<file path="src/rtl/rename_pkg.sv">
package rename_pkg;
    typedef enum logic [1:0] {
        ST_FILL = 2'd0,
        ST_RUN  = 2'd1,
        ST_DRY  = 2'd2
    } rn_state_e;
endpackage

</file>
<file path="src/rtl/rn_map_table.sv">
module rn_map_table #(
    parameter int NUM_ARCH = 8,
    parameter int TAG_W    = 4,
    parameter int ARCH_W   = 3
) (
    input  logic              clk,
    input  logic              rst_n,
    input  logic [ARCH_W-1:0] rd1_idx,
    output logic [TAG_W-1:0]  rd1_tag,
    input  logic [ARCH_W-1:0] rd2_idx,
    output logic [TAG_W-1:0]  rd2_tag,
    input  logic              wr_en,
    input  logic [ARCH_W-1:0] wr_idx,
    input  logic [TAG_W-1:0]  wr_tag
);
    logic [TAG_W-1:0] entry [NUM_ARCH];

    for (genvar g = 0; g < NUM_ARCH; g++) begin : g_entry
        if (g == 0) begin : g_zero
            // register 0 is wired to physical tag 0
            assign entry[g] = '0;
        end else begin : g_live
            always_ff @(posedge clk) begin
                if (!rst_n)
                    entry[g] <= TAG_W'(g);
                else if (wr_en && wr_idx == ARCH_W'(g))
                    entry[g] <= wr_tag;
            end
        end
    end

    assign rd1_tag = entry[rd1_idx];
    assign rd2_tag = entry[rd2_idx];
endmodule

</file>
<file path="src/rtl/rn_free_fifo.sv">
module rn_free_fifo #(
    parameter int DEPTH = 8,
    parameter int TAG_W = 4,
    localparam int PTR_W = (DEPTH > 1) ? $clog2(DEPTH) : 1,
    localparam int CNT_W = $clog2(DEPTH + 1)
) (
    input  logic             clk,
    input  logic             rst_n,
    input  logic             push,
    input  logic [TAG_W-1:0] push_tag,
    input  logic             pop,
    output logic [TAG_W-1:0] head_tag,
    output logic [CNT_W-1:0] count
);
    logic [TAG_W-1:0] slot [DEPTH];
    logic [PTR_W-1:0] rd_ptr;
    logic [PTR_W-1:0] wr_ptr;

    // storage carries no reset value; the controller fills it after reset
    always_ff @(posedge clk) begin
        if (push)
            slot[wr_ptr] <= push_tag;
    end

    always_ff @(posedge clk) begin
        if (!rst_n) begin
            rd_ptr <= '0;
            wr_ptr <= '0;
            count  <= '0;
        end else begin
            if (push)
                wr_ptr <= (wr_ptr == PTR_W'(DEPTH - 1)) ? '0 : wr_ptr + 1'b1;
            if (pop)
                rd_ptr <= (rd_ptr == PTR_W'(DEPTH - 1)) ? '0 : rd_ptr + 1'b1;
            count <= count + CNT_W'(push) - CNT_W'(pop);
        end
    end

    assign head_tag = slot[rd_ptr];
endmodule

</file>
<file path="src/rtl/rename_unit.sv">
module rename_unit
    import rename_pkg::*;
#(
    parameter int NUM_ARCH = 8,
    parameter int NUM_PHYS = 16,
    localparam int ARCH_W   = $clog2(NUM_ARCH),
    localparam int TAG_W    = $clog2(NUM_PHYS),
    localparam int FL_DEPTH = NUM_PHYS - NUM_ARCH,
    localparam int CNT_W    = $clog2(FL_DEPTH + 1),
    localparam int FILL_W   = (FL_DEPTH > 1) ? $clog2(FL_DEPTH) : 1
) (
    input  logic              clk,
    input  logic              rst_n,
    input  logic              in_valid,
    input  logic              in_dst_en,
    input  logic [ARCH_W-1:0] in_dst_arch,
    input  logic [ARCH_W-1:0] in_src1_arch,
    input  logic              in_src1_imm,
    input  logic [ARCH_W-1:0] in_src2_arch,
    input  logic              in_src2_imm,
    input  logic              rel_valid,
    input  logic [TAG_W-1:0]  rel_tag,
    output logic              in_ready,
    output logic              out_valid,
    output logic [TAG_W-1:0]  out_src1_tag,
    output logic [TAG_W-1:0]  out_src2_tag,
    output logic [TAG_W-1:0]  out_dst_tag
);
    rn_state_e         state_q, state_d;
    logic [FILL_W-1:0] fill_q;
    logic              push;
    logic [TAG_W-1:0]  push_tag;
    logic              pop;
    logic              needs_alloc;
    logic [TAG_W-1:0]  head_tag;
    logic [CNT_W-1:0]  fl_count;
    logic [CNT_W:0]    cnt_nxt;
    logic [TAG_W-1:0]  map1_tag, map2_tag;
    logic              filling;

    assign needs_alloc = in_dst_en && (in_dst_arch != '0);
    assign filling     = (state_q == ST_FILL);

    // state register
    always_ff @(posedge clk) begin
        if (!rst_n) begin
            state_q <= ST_FILL;
            fill_q  <= '0;
        end else begin
            state_q <= state_d;
            if (state_q == ST_FILL)
                fill_q <= fill_q + 1'b1;
        end
    end

    // outputs of each state
    always_comb begin
        in_ready = 1'b0;
        push     = 1'b0;
        push_tag = rel_tag;
        unique case (state_q)
            ST_FILL: begin
                push     = 1'b1;
                push_tag = TAG_W'(NUM_ARCH) + TAG_W'(fill_q);
            end
            ST_RUN: begin
                in_ready = 1'b1;
                push     = rel_valid;
            end
            ST_DRY: begin
                in_ready = !needs_alloc;
                push     = rel_valid;
            end
            default: ;
        endcase
    end

    assign out_valid = in_valid && in_ready;
    assign pop       = out_valid && needs_alloc;
    assign cnt_nxt   = {1'b0, fl_count} + (CNT_W+1)'(push) - (CNT_W+1)'(pop);

    // next-state logic
    always_comb begin
        state_d = state_q;
        unique case (state_q)
            ST_FILL: if (fill_q == FILL_W'(FL_DEPTH - 1)) state_d = ST_RUN;
            ST_RUN:  if (cnt_nxt == '0) state_d = ST_DRY;
            ST_DRY:  if (cnt_nxt != '0) state_d = ST_RUN;
            default: state_d = ST_FILL;
        endcase
    end

    rn_map_table #(
        .NUM_ARCH (NUM_ARCH),
        .TAG_W    (TAG_W),
        .ARCH_W   (ARCH_W)
    ) u_map (
        .clk     (clk),
        .rst_n   (rst_n),
        .rd1_idx (in_src1_arch),
        .rd1_tag (map1_tag),
        .rd2_idx (in_src2_arch),
        .rd2_tag (map2_tag),
        .wr_en   (pop),
        .wr_idx  (in_dst_arch),
        .wr_tag  (head_tag)
    );

    rn_free_fifo #(
        .DEPTH (FL_DEPTH),
        .TAG_W (TAG_W)
    ) u_pool (
        .clk      (clk),
        .rst_n    (rst_n),
        .push     (push),
        .push_tag (push_tag),
        .pop      (pop),
        .head_tag (head_tag),
        .count    (fl_count)
    );

    assign out_src1_tag = in_src1_imm ? TAG_W'(in_src1_arch) : map1_tag;
    assign out_src2_tag = in_src2_imm ? TAG_W'(in_src2_arch) : map2_tag;
    assign out_dst_tag  = needs_alloc ? head_tag : '0;
endmodule

</file>
<file path="config.mk">
export PLATFORM = sky130hd
export DESIGN_NAME = rename_unit
export DESIGN_NICKNAME = d
export VERILOG_FILES = /design/src/rtl/rename_pkg.sv /design/src/rtl/rn_map_table.sv /design/src/rtl/rn_free_fifo.sv /design/src/rtl/rename_unit.sv
export SDC_FILE = /design/constraint.sdc
export NUM_CORES = 1
export LEC_CHECK = 0
export BUFFER_PORTS_ARGS = -buffer_cell sky130_fd_sc_hd__buf_2
export CELL_PAD_IN_SITES_DETAIL_PLACEMENT = 1
export CELL_PAD_IN_SITES_GLOBAL_PLACEMENT = 1
export CORE_MARGIN = 2
export CORE_UTILIZATION = 45
export DETAILED_ROUTE_END_ITERATION = 6
export GPL_TIMING_DRIVEN = 0
export PLACE_DENSITY_LB_ADDON = 0.1
export SYNTH_ARGS = -nofsm -noshare
export SYNTH_HDL_FRONTEND = slang
export SYNTH_SLANG_ARGS = --single-unit
</file>
<file path="constraint.sdc">
create_clock -name clk -period 9.1 [get_ports clk]
set_input_delay 1.82 -clock clk [delete_from_list [all_inputs] [get_ports clk]]
set_output_delay 1.82 -clock clk [all_outputs]
set_load 0.03 [all_outputs]
</file>
==> impl_metrics.py, run 1 <==
metrics = {
    "power_and_ir_drop": {
        "finalPower_w": 0.0009796,
        "peakVddDrop_mv": 0.1614,
        "power_density_nw_per_um2": 225.3,
        "leakage_nw": 1.760,
    },
    "route": {
        "firstDrtPassIters": 4,
        "vias": 2705,
        "ant_nets": 0,
        "drt_iter0_markers": 51,
        "wl_per_cell_um": 18.45,
        "viasPerCell": 5.566,
        "routed_wl_um": 8968,
        "drc": 0,
    },
    "clocking": {
        "numCtsBuffers": 9,
        "clock_path_buffers": 2,
        "clk_pin_slew_ns": 0.09,
        "cts_hold_buffers": 0,
        "cts_tree": "done",
        "clkLatencyLatePin_ns": 0.36,
        "post_cts_buffers": 0,
        "cts_resized": 0,
        "cts.htree.levels": 3,
        "cts_sinks": 78,
        "root_buffer": "clkbuf_8",
    },
    "global_route": {
        "overflow": 0,
        "grt_max_degree": 17,
        "antenna_found_initial": 0,
        "track_usage_pct": 20.04,
        "grt_pass1_vias": 2879,
        "grt_pass1_wl_um": 14840,
    },
    "setup_path": {
        "path_class": "input port to output pin",
        "critPathBufInv": 2,
        "cp-start-kind": "input port",
        "crit_family": "buffers and inverters",
        "slowest_delay_ns": 0.60,
        "crit_required_ns": 7.28,
        "critPathSlowestCell": "mux4_2",
        "worstPathCellList": "clkbuf_1 > mux4_2 > o21ai_0 > o31ai_1 > buf_2",
        "endpoint_kind": "output pin",
        "cp.arrival_ns": 3.30,
        "cp_max_fo": 10,
    },
    "logic_synthesis": {
        "ys_warn_count": 0,
        "netlist_top_cells_count": "46 x dfxtp_1, 44 x nand2_1, 32 x edfxtp_1",
        "yosysUniqueCellTypes": 42,
        "synthTopCellsByArea": "edfxtp_1 25%, dfxtp_1 24%, mux4_2 9.2%",
        "synth_top_area_share_pct": 24.65,
        "yosysTopAreaCell": "edfxtp_1",
        "ys_seq_area_share_pct": 48.27,
        "synth_edf_count": 32,
        "synth_ff_type": "dfxtp_1",
        "ys_async_sr_fraction_pct": 0,
        "postSynthCellCount": 339,
        "yosysMostFrequentCell": "dfxtp_1",
        "syn-cell-area_um2": 3899,
        "synth_nets": 375,
        "syn_avg_cell_area_um2": 11.50,
        "synth_seq_cells": 78,
    },
    "min_path": {
        "hold_class": "flop to flop",
    },
    "timing": {
        "max_freq_mhz": 195.3,
        "worstMarginPinSlew_ns": 0.8317,
        "layout_min_cycle_time_ns": 5.120,
        "rsz0062_at_grt": "false",
        "finalHoldViolCount": 0,
        "fin_skew_ns": 0.01269,
        "relSlewSlack_pct": 44.09,
        "layout_worst_path_cycle_share_pct": 56.26,
        "slew_violations": 0,
        "finalSetupTns_ns": 0,
        "setup_viol_count_final": 0,
    },
    "floorplanning": {
        "die_area_um2": 9425,
        "die_width_um": 97.08,
        "core-area_um2": 8299,
        "rows": 33,
        "fp.dieH_um": 97.08,
        "start_util_pct": 46.98,
        "design.portCount": 34,
    },
    "cells_and_area": {
        "fillers": 910,
        "diodes": 0,
        "area_growth_syn_to_layout_pct": 11.52,
        "drive_above_1_share_pct": 22.31,
        "nets": 412,
    },
    "placed_design": {
        "place_congestion": 0.8055,
        "dp_hpwl_um": 6804,
        "io_buffers": 26,
    },
    "job": {
        "cap_violations": 0,
    },
    "outcome": {
        "status": "finished clean",
    },
}
## cell usage in the layout, fill, tap and decap left out, types with 5 or more instances in the layout
cell      netlist  routed
o21ai_0        10      10
inv_1          10      10
mux2_2         11      11
edfxtp_1       32      32
nor2b_1        11      11
nand2_1        44      44
o211a_1        15      15
clkbuf_1       13      13
clkbuf_8        0       9
nor2_1         22      22
and2_1          7       7
mux2i_1         9       9
o31ai_1         6       6
ha_1           15      15
nor3b_1         5       5
buf_2           2      28
dfxtp_1        46      46
a21oi_1        12      12
mux4_2         16      16
o21ai_1         8       8
## routing by layer
layer	vias to the layer above	part of all wire (%)	track usage, %
met2	44	53	35.84
li1	1316	-	-
met4	0	1.5	7.151
met1	1332	43	24.44
met5	-	0	0
met3	13	2.5	3.165
## worst reg2reg max path, delay by kind of cell (launching register included)
| kind | cells | cell delay [ns] |
|---|---|---|
| DFF | 1 | 0.42 |
| xor gates and xnor gates | 1 | 0.19 |
| adders and majority gates | 4 | 1.24 |
| buffers and inverters | 2 | 0.14 |
| muxes | 2 | 0.42 |
| and+or+nand+nor | 3 | 0.63 |
| AOI/OAI and AO/OA | 1 | 0.19 |
## state kept, by name, indices dropped and copies added, names as in the netlist, named ones only
name           cells
u_pool.slot       32
u_map.entry       28
u_pool.rd_ptr      3
u_pool.count       4
u_pool.wr_ptr      3
fill_q             3
state_q            2
## final timing paths
kind,start,endpoint,slack (ns),cells after the start
setup / recovery,in_src2_arch[1],out_src2_tag[0],3.98,5
hold / removal,state_q[0]$_SDFFE_PN0P_,state_q[0]$_SDFFE_PN0P_,0.51,2
setup reg to reg,state_q[1]$_SDFFE_PN0P_,state_q[0]$_SDFFE_PN0P_,5.81,13
hold reg to reg,state_q[0]$_SDFFE_PN0P_,state_q[0]$_SDFFE_PN0P_,0.51,2
## area by class of cell
type | instances | area (um^2) | area share, %
clock inverters | 7 | 63.81 | 1.468
clock buffers | 9 | 123.9 | 2.849
flip-flops and latches | 78 | 1882 | 43.28
repair buffers | 26 | 130.1 | 2.993
multi-input cells | 234 | 1906 | 43.83
well taps | 105 | 131.4 | 3.022
plain buffers | 16 | 70.07 | 1.612
inverters | 11 | 41.29 | 0.9496
## where the power goes
part           switching [W]  internal (W)
Sequential         0.0000232      0.000431
Clock               0.000144      0.000106
Combinational       0.000173      0.000103
Total               0.000340      0.000639
## per-stage QoR
step	instances	util (%)	worst slack (ns)	area, um^2	hold slack, ns
after floorplan	339	-	4.109	3899	0.4568
after global placement	470	50.13	4.001	4160	0.4853
final	486	52.39	3.980	4348	0.5113
after CTS	486	52.39	3.987	4348	0.5140
after global routing	486	52.39	3.850	4348	0.5485
after detailed placement	470	50.13	3.990	4160	0.5011
## cells by family (layout without fill, tap and decap cells)
logic type                 count (synthesis)  count (layout)  share of synthesized area [%]
and+or+nand+nor                          112             112                          14.54
DFF                                       78              78                          48.27
AOI/OAI and AO/OA                         64              64                          11.52
muxes                                     40              40                          17.04
buffers and inverters                     27              69                          2.856
adders and majority gates                 16              16                          5.327
xor gates and xnor gates                   2               2                         0.4494
Note: power is estimated with default switching activity, not from simulation.
==> inputs of run 2 (changes only) <==
--- a/config.mk
+++ b/config.mk
@@ -9,7 +9,7 @@
 export CELL_PAD_IN_SITES_DETAIL_PLACEMENT = 1
 export CELL_PAD_IN_SITES_GLOBAL_PLACEMENT = 1
 export CORE_MARGIN = 2
-export CORE_UTILIZATION = 45
+export CORE_UTILIZATION = 43
 export DETAILED_ROUTE_END_ITERATION = 6
 export GPL_TIMING_DRIVEN = 0
 export PLACE_DENSITY_LB_ADDON = 0.1
==> constraint.sdc (replaced) <==
create_clock -name clk -period 4.1 [get_ports clk]
set_input_delay 0.82 -clock clk [delete_from_list [all_inputs] [get_ports clk]]
set_output_delay 0.82 -clock clk [all_outputs]
set_load 0.03 [all_outputs]
==> impl_metrics.py, run 2 (synthesis results as in run 1) <==
metrics = {
    "floorplanning": {
        "die_area_um2": 9845,
        "rows": 34,
        "core-area_um2": 8763,
        "design.portCount": 34,
        "start_util_pct": 44.49,
        "fp.dieH_um": 99.22,
        "die_width_um": 99.22,
    },
    "route": {
        "drc": 0,
        "vias": 2710,
        "wl_per_cell_um": 17.58,
        "drt_iter0_markers": 84,
        "firstDrtPassIters": 4,
        "routed_wl_um": 8599,
        "ant_nets": 0,
        "viasPerCell": 5.542,
    },
    "setup_path": {
        "ff2ff_path_depth": 13,
        "rrSetupSlack_ns": 0.84,
        "cp.arrival_ns": 3.64,
        "cp-start-kind": "input port",
        "r2r_start": "state_q[1]$_SDFFE_PN0P_",
        "worstPathCellList": "buf_2 > o31ai_2 > nor2_1 > ha_1 > inv_1 > ha_1 > fa_1 > xor2_1 > nor3_1 > o221ai_1 > mux2i_1 > mux2i_1",
        "slowest_delay_ns": 0.50,
        "timing.rr.end": "state_q[0]$_SDFFE_PN0P_",
        "endpoint_kind": "flop",
        "critPathSlowestCell": "o31ai_2",
        "cp_max_fo": 7,
        "crit_required_ns": 4.37,
        "path_class": "input port to flop",
    },
    "timing": {
        "layout_worst_path_cycle_share_pct": 82.09,
        "finalSetupTns_ns": 0,
        "rsz0062_at_grt": "false",
        "max_freq_mhz": 297.1,
        "layout_min_cycle_time_ns": 3.366,
        "worstMarginPinSlew_ns": 0.7353,
        "setup_viol_count_final": 0,
        "finalHoldViolCount": 0,
        "slew_violations": 0,
        "fin_skew_ns": 0.01099,
        "relSlewSlack_pct": 50.88,
        "fin_ws_ns": 0.7343,
    },
    "global_route": {
        "grt_pass1_vias": 2763,
        "grt_pass1_wl_um": 14170,
        "track_usage_pct": 18.59,
        "overflow": 0,
        "grt_max_degree": 16,
        "antenna_found_initial": 0,
    },
    "cells_and_area": {
        "final_common_cell": "dfxtp_1",
        "layout_common_cells": "46 x dfxtp_1, 44 x nand2_1, 32 x edfxtp_1",
        "top_regs": "u_pool.slot x32, u_map.entry x28, u_pool.count x4",
        "fillers": 964,
        "final_cell_area_um2": 4345,
        "area_growth_syn_to_layout_pct": 11.46,
        "largest_reg_flops": 32,
        "nets": 412,
        "diodes": 0,
        "drive_above_1_share_pct": 22.31,
        "largest-register": "u_pool.slot",
    },
    "min_path": {
        "min_to": "u_map.entry[16]$_SDFFE_PN1P_",
        "hold_class": "flop to flop",
        "worstHoldPathCells": 2,
        "min_from": "u_map.entry[16]$_SDFFE_PN1P_",
    },
    "outcome": {
        "status": "finished clean",
    },
    "clocking": {
        "numCtsBuffers": 9,
        "root_buffer": "clkbuf_8",
        "cts_tree": "done",
        "clk_pin_slew_ns": 0.09,
        "clkLatencyLatePin_ns": 0.35,
        "clock_path_buffers": 2,
        "cts_sinks": 78,
        "cts_hold_buffers": 0,
        "post_cts_buffers": 0,
        "cts_resized": 0,
        "cts.htree.levels": 3,
    },
    "placed_design": {
        "dp_slack_ns": 0.3134,
        "place_area_um2": 4164,
        "dp_hpwl_um": 6376,
        "place_congestion": 0.7621,
        "io_buffers": 26,
    },
    "power_and_ir_drop": {
        "power_density_nw_per_um2": 491.6,
        "peakVddDrop_mv": 0.2391,
        "leakage_nw": 1.758,
    },
    "job": {
        "cap_violations": 0,
    },
}
-- run 2: how the worst max path moves through the flow --
stage | from | end | cells after the start
after floorplan | in_dst_arch[1] | state_q[0]$_SDFFE_PN0P_ | 11
after global placement | in_dst_arch[1] | state_q[0]$_SDFFE_PN0P_ | 12
after detailed placement | in_dst_arch[1] | state_q[0]$_SDFFE_PN0P_ | 12
after CTS | in_dst_arch[1] | state_q[0]$_SDFFE_PN0P_ | 12
after global routing | in_dst_arch[1] | state_q[0]$_SDFFE_PN0P_ | 12
final | in_dst_arch[1] | state_q[0]$_SDFFE_PN0P_ | 12
-- run 2: power breakdown --
part           leakage (nW)  internal (W)  switching, W
clock network        0.0881      0.000228      0.000305
registers             0.658      0.000957     0.0000504
logic                  1.01      0.000226      0.000369
total                  1.76       0.00141      0.000725
-- run 2: per-stage QoR --
| stage | hold slack, ns | utilization [%] | total power (W) | cells |
|---|---|---|---|---|
| final | 0.5133 | 49.59 | 0.002136 | 489 |
| after CTS | 0.5160 | 49.59 | 0.002172 | 489 |
| after global placement | 0.4818 | 47.52 | 0.001608 | 473 |
| after global routing | 0.5460 | 49.59 | 0.002283 | 489 |
| after floorplan | 0.4568 | - | 0.001455 | 339 |
| after detailed placement | 0.4860 | 47.52 | 0.001633 | 473 |
-- run 2: cell type report --
| type | instances | area [um^2] | area share [%] |
|---|---|---|---|
| Clock buffer | 9 | 123.9 | 2.851 |
| Clock inverter | 7 | 57.56 | 1.325 |
| Sequential cell | 78 | 1882 | 43.31 |
| Timing Repair Buffer | 26 | 130.1 | 2.995 |
| Tap cell | 108 | 135.1 | 3.110 |
| Buffer | 16 | 70.07 | 1.612 |
| Inverter | 11 | 41.29 | 0.9502 |
| Multi-Input combinational cell | 234 | 1906 | 43.85 |
-- run 2: routing by layer --
layer | track usage [%] | up-vias | share of wire (%)
met2 | 33.11 | 36 | 52
met4 | 5.269 | 0 | 1.1
met3 | 3.654 | 9 | 2.8
met1 | 22.95 | 1342 | 44
met5 | 0 | - | 0
li1 | - | 1323 | -
-- run 2: worst max-delay path: cells and delay by family --
kind / cells / cell delay, ns
mux: 2 / 0.44
buf+inv: 2 / 0.18
xor+xnor: 1 / 0.18
fa+ha+maj: 3 / 0.94
simple gates: 2 / 0.37
compound gates: 2 / 0.69
==> inputs of run 3 (changes only) <==
--- a/config.mk
+++ b/config.mk
@@ -9,7 +9,7 @@
 export CELL_PAD_IN_SITES_DETAIL_PLACEMENT = 1
 export CELL_PAD_IN_SITES_GLOBAL_PLACEMENT = 1
 export CORE_MARGIN = 2
-export CORE_UTILIZATION = 43
+export CORE_UTILIZATION = 45
 export DETAILED_ROUTE_END_ITERATION = 6
 export GPL_TIMING_DRIVEN = 0
 export PLACE_DENSITY_LB_ADDON = 0.1
==> constraint.sdc (replaced) <==
create_clock -name clk -period 3.27 [get_ports clk]
set_input_delay 0.654 -clock clk [delete_from_list [all_inputs] [get_ports clk]]
set_output_delay 0.654 -clock clk [all_outputs]
set_load 0.03 [all_outputs]
==> impl_metrics.py, run 3 (synthesis results as in run 1) <==
metrics = {
    "power_and_ir_drop": {
        "finalPower_w": 0.002734,
        "power_density_nw_per_um2": 623.8,
        "seqPwrFrac_pct": 46.2,
        "internal_power_w": 0.001782,
        "power_frac_comb_pct": 28.3,
        "power_switching_w": 0.0009516,
        "peakVddDrop_mv": 0.4483,
        "power_switching_share_pct": 34.81,
        "power.share.clock_pct": 25.5,
        "leakage_nw": 1.771,
    },
    "setup_path": {
        "cp.arrival_ns": 3.35,
        "r2r_start": "state_q[0]$_SDFFE_PN0P_",
        "crit_required_ns": 3.56,
        "cp-start-kind": "flop",
        "endpoint_kind": "flop",
        "cp_max_fo": 6,
        "rrSetupSlack_ns": 0.21,
        "path_class": "flop to flop",
        "ff2ff_path_depth": 10,
        "timing.rr.end": "state_q[0]$_SDFFE_PN0P_",
    },
    "job": {
        "cap_violations": 0,
    },
    "clocking": {
        "root_buffer": "clkbuf_8",
        "clkLatencyLatePin_ns": 0.36,
        "cts.htree.levels": 3,
        "cts_tree": "done",
        "clock_path_buffers": 2,
        "cts_hold_buffers": 0,
        "clk_pin_slew_ns": 0.09,
        "numCtsBuffers": 9,
        "cts_sinks": 78,
    },
    "global_route": {
        "antenna_found_initial": 0,
        "grt_max_degree": 17,
        "overflow": 0,
        "track_usage_pct": 20.01,
        "grt_pass1_vias": 2875,
        "grt_pass1_wl_um": 14810,
    },
    "timing": {
        "whs_ns": 0.5106,
        "finalHoldViolCount": 0,
        "relSlewSlack_pct": 44.01,
        "layout_min_cycle_time_ns": 3.063,
        "finalSetupTns_ns": 0,
        "rsz0062_at_grt": "false",
        "fin_ws_ns": 0.2069,
        "worstMarginPinSlew_ns": 0.8329,
        "setup_viol_count_final": 0,
        "slew_violations": 0,
        "fin_skew_ns": 0.01248,
        "max_freq_mhz": 326.5,
        "layout_worst_path_cycle_share_pct": 93.67,
    },
    "cells_and_area": {
        "multi_input_area_um2": 1924,
        "final_cell_area_um2": 4383,
        "largest-register": "u_pool.slot",
        "top_regs": "u_pool.slot x32, u_map.entry x28, u_pool.count x4",
        "final-seq-area_um2": 1883,
        "layout_common_cells": "45 x dfxtp_1, 44 x nand2_1, 32 x edfxtp_1",
        "largest_reg_flops": 32,
        "final_common_cell": "dfxtp_1",
        "nets": 414,
        "fillers": 909,
        "diodes": 0,
        "area_growth_syn_to_layout_pct": 12.42,
        "drive_above_1_share_pct": 23.50,
    },
    "placed_design": {
        "dp_hpwl_um": 6804,
        "place_area_um2": 4160,
        "io_buffers": 26,
        "dp_slack_ns": -0.4919,
        "place_congestion": 0.8055,
    },
    "route": {
        "wl_per_cell_um": 18.56,
        "viasPerCell": 5.564,
        "drt_iter0_markers": 47,
        "firstDrtPassIters": 4,
        "ant_nets": 0,
        "vias": 2715,
        "drc": 0,
        "routed_wl_um": 9056,
    },
    "min_path": {
        "worstHoldPathCells": 2,
        "hold_class": "flop to flop",
        "min_to": "state_q[0]$_SDFFE_PN0P_",
        "min_from": "state_q[0]$_SDFFE_PN0P_",
    },
    "floorplanning": {
        "fp.dieH_um": 97.08,
        "die_width_um": 97.08,
        "die_area_um2": 9425,
        "core-area_um2": 8299,
        "start_util_pct": 46.98,
        "rows": 33,
        "design.portCount": 34,
    },
    "outcome": {
        "status": "finished clean",
    },
}
-- run 3: worst max-delay path by stage --
stage / startpoint / end / slack, ns / cells past startpoint
global placement: in_dst_arch[1] / state_q[0]$_SDFFE_PN0P_ / -0.43 / 12
CTS: state_q[1]$_SDFFE_PN0P_ / state_q[0]$_SDFFE_PN0P_ / 0.06 / 13
detailed placement: in_dst_arch[1] / state_q[0]$_SDFFE_PN0P_ / -0.49 / 12
global route: state_q[0]$_SDFFE_PN0P_ / state_q[0]$_SDFFE_PN0P_ / 0.02 / 10
floorplan: in_dst_arch[1] / state_q[0]$_SDFFE_PN0P_ / 0.25 / 11
finish: state_q[0]$_SDFFE_PN0P_ / state_q[0]$_SDFFE_PN0P_ / 0.21 / 10
-- run 3: what timing repair did --
action | in CTS | in global routing
buffers inserted | 0 | 2
setup endpoints to repair | 2 | 2
resized for setup | 2 | 3
gates cloned | 0 | 0
pin swaps | 0 | 1
hold endpoints to repair | 0 | 0
-- run 3: power by group through the flow --
stage,combinational (W),clock [W],sequential (W)
finish,0.000772,0.000697,0.00126
global route,0.000865,0.000745,0.00128
CTS,0.000782,0.000714,0.00127
detailed placement,0.000773,0,0.00129
global placement,0.000732,0,0.00128
floorplan,0.000560,0,0.00126
-- run 3: layout make-up --
| type | count | share of cell area (%) |
|---|---|---|
| multi-input cells | 234 | 43.91 |
| flip-flops and latches | 78 | 42.96 |
| repair buffers | 28 | 3.311 |
| well taps | 105 | 2.997 |
| clock buffers | 9 | 2.826 |
| plain buffers | 16 | 1.599 |
| clock inverters | 7 | 1.456 |
| inverters | 11 | 0.9421 |
-- run 3: worst max-delay path, stage by stage (launching register included) --
cell	delay (ns)
dfxtp_1	0.39
inv_1	0.09
ha_2	0.39
a21oi_1	0.10
nor2_1	0.46
ha_1	0.30
fa_1	0.45
nor3_1	0.21
o221ai_1	0.20
mux2i_1	0.23
mux2i_1	0.19
-- run 3: metrics by stage --
stage / cells / util, %
floorplan: 339 / -
global placement: 470 / 50.13
detailed placement: 470 / 50.13
CTS: 486 / 52.53
global route: 488 / 52.81
finish: 488 / 52.81
-- run 3: per-layer routing --
layer	part of all wire [%]	vias up	GRT usage, %
li1	-	1322	-
met1	43	1338	24.35
met2	53	44	35.84
met3	2.5	11	3.165
met4	1.4	0	7.151
met5	0	-	0
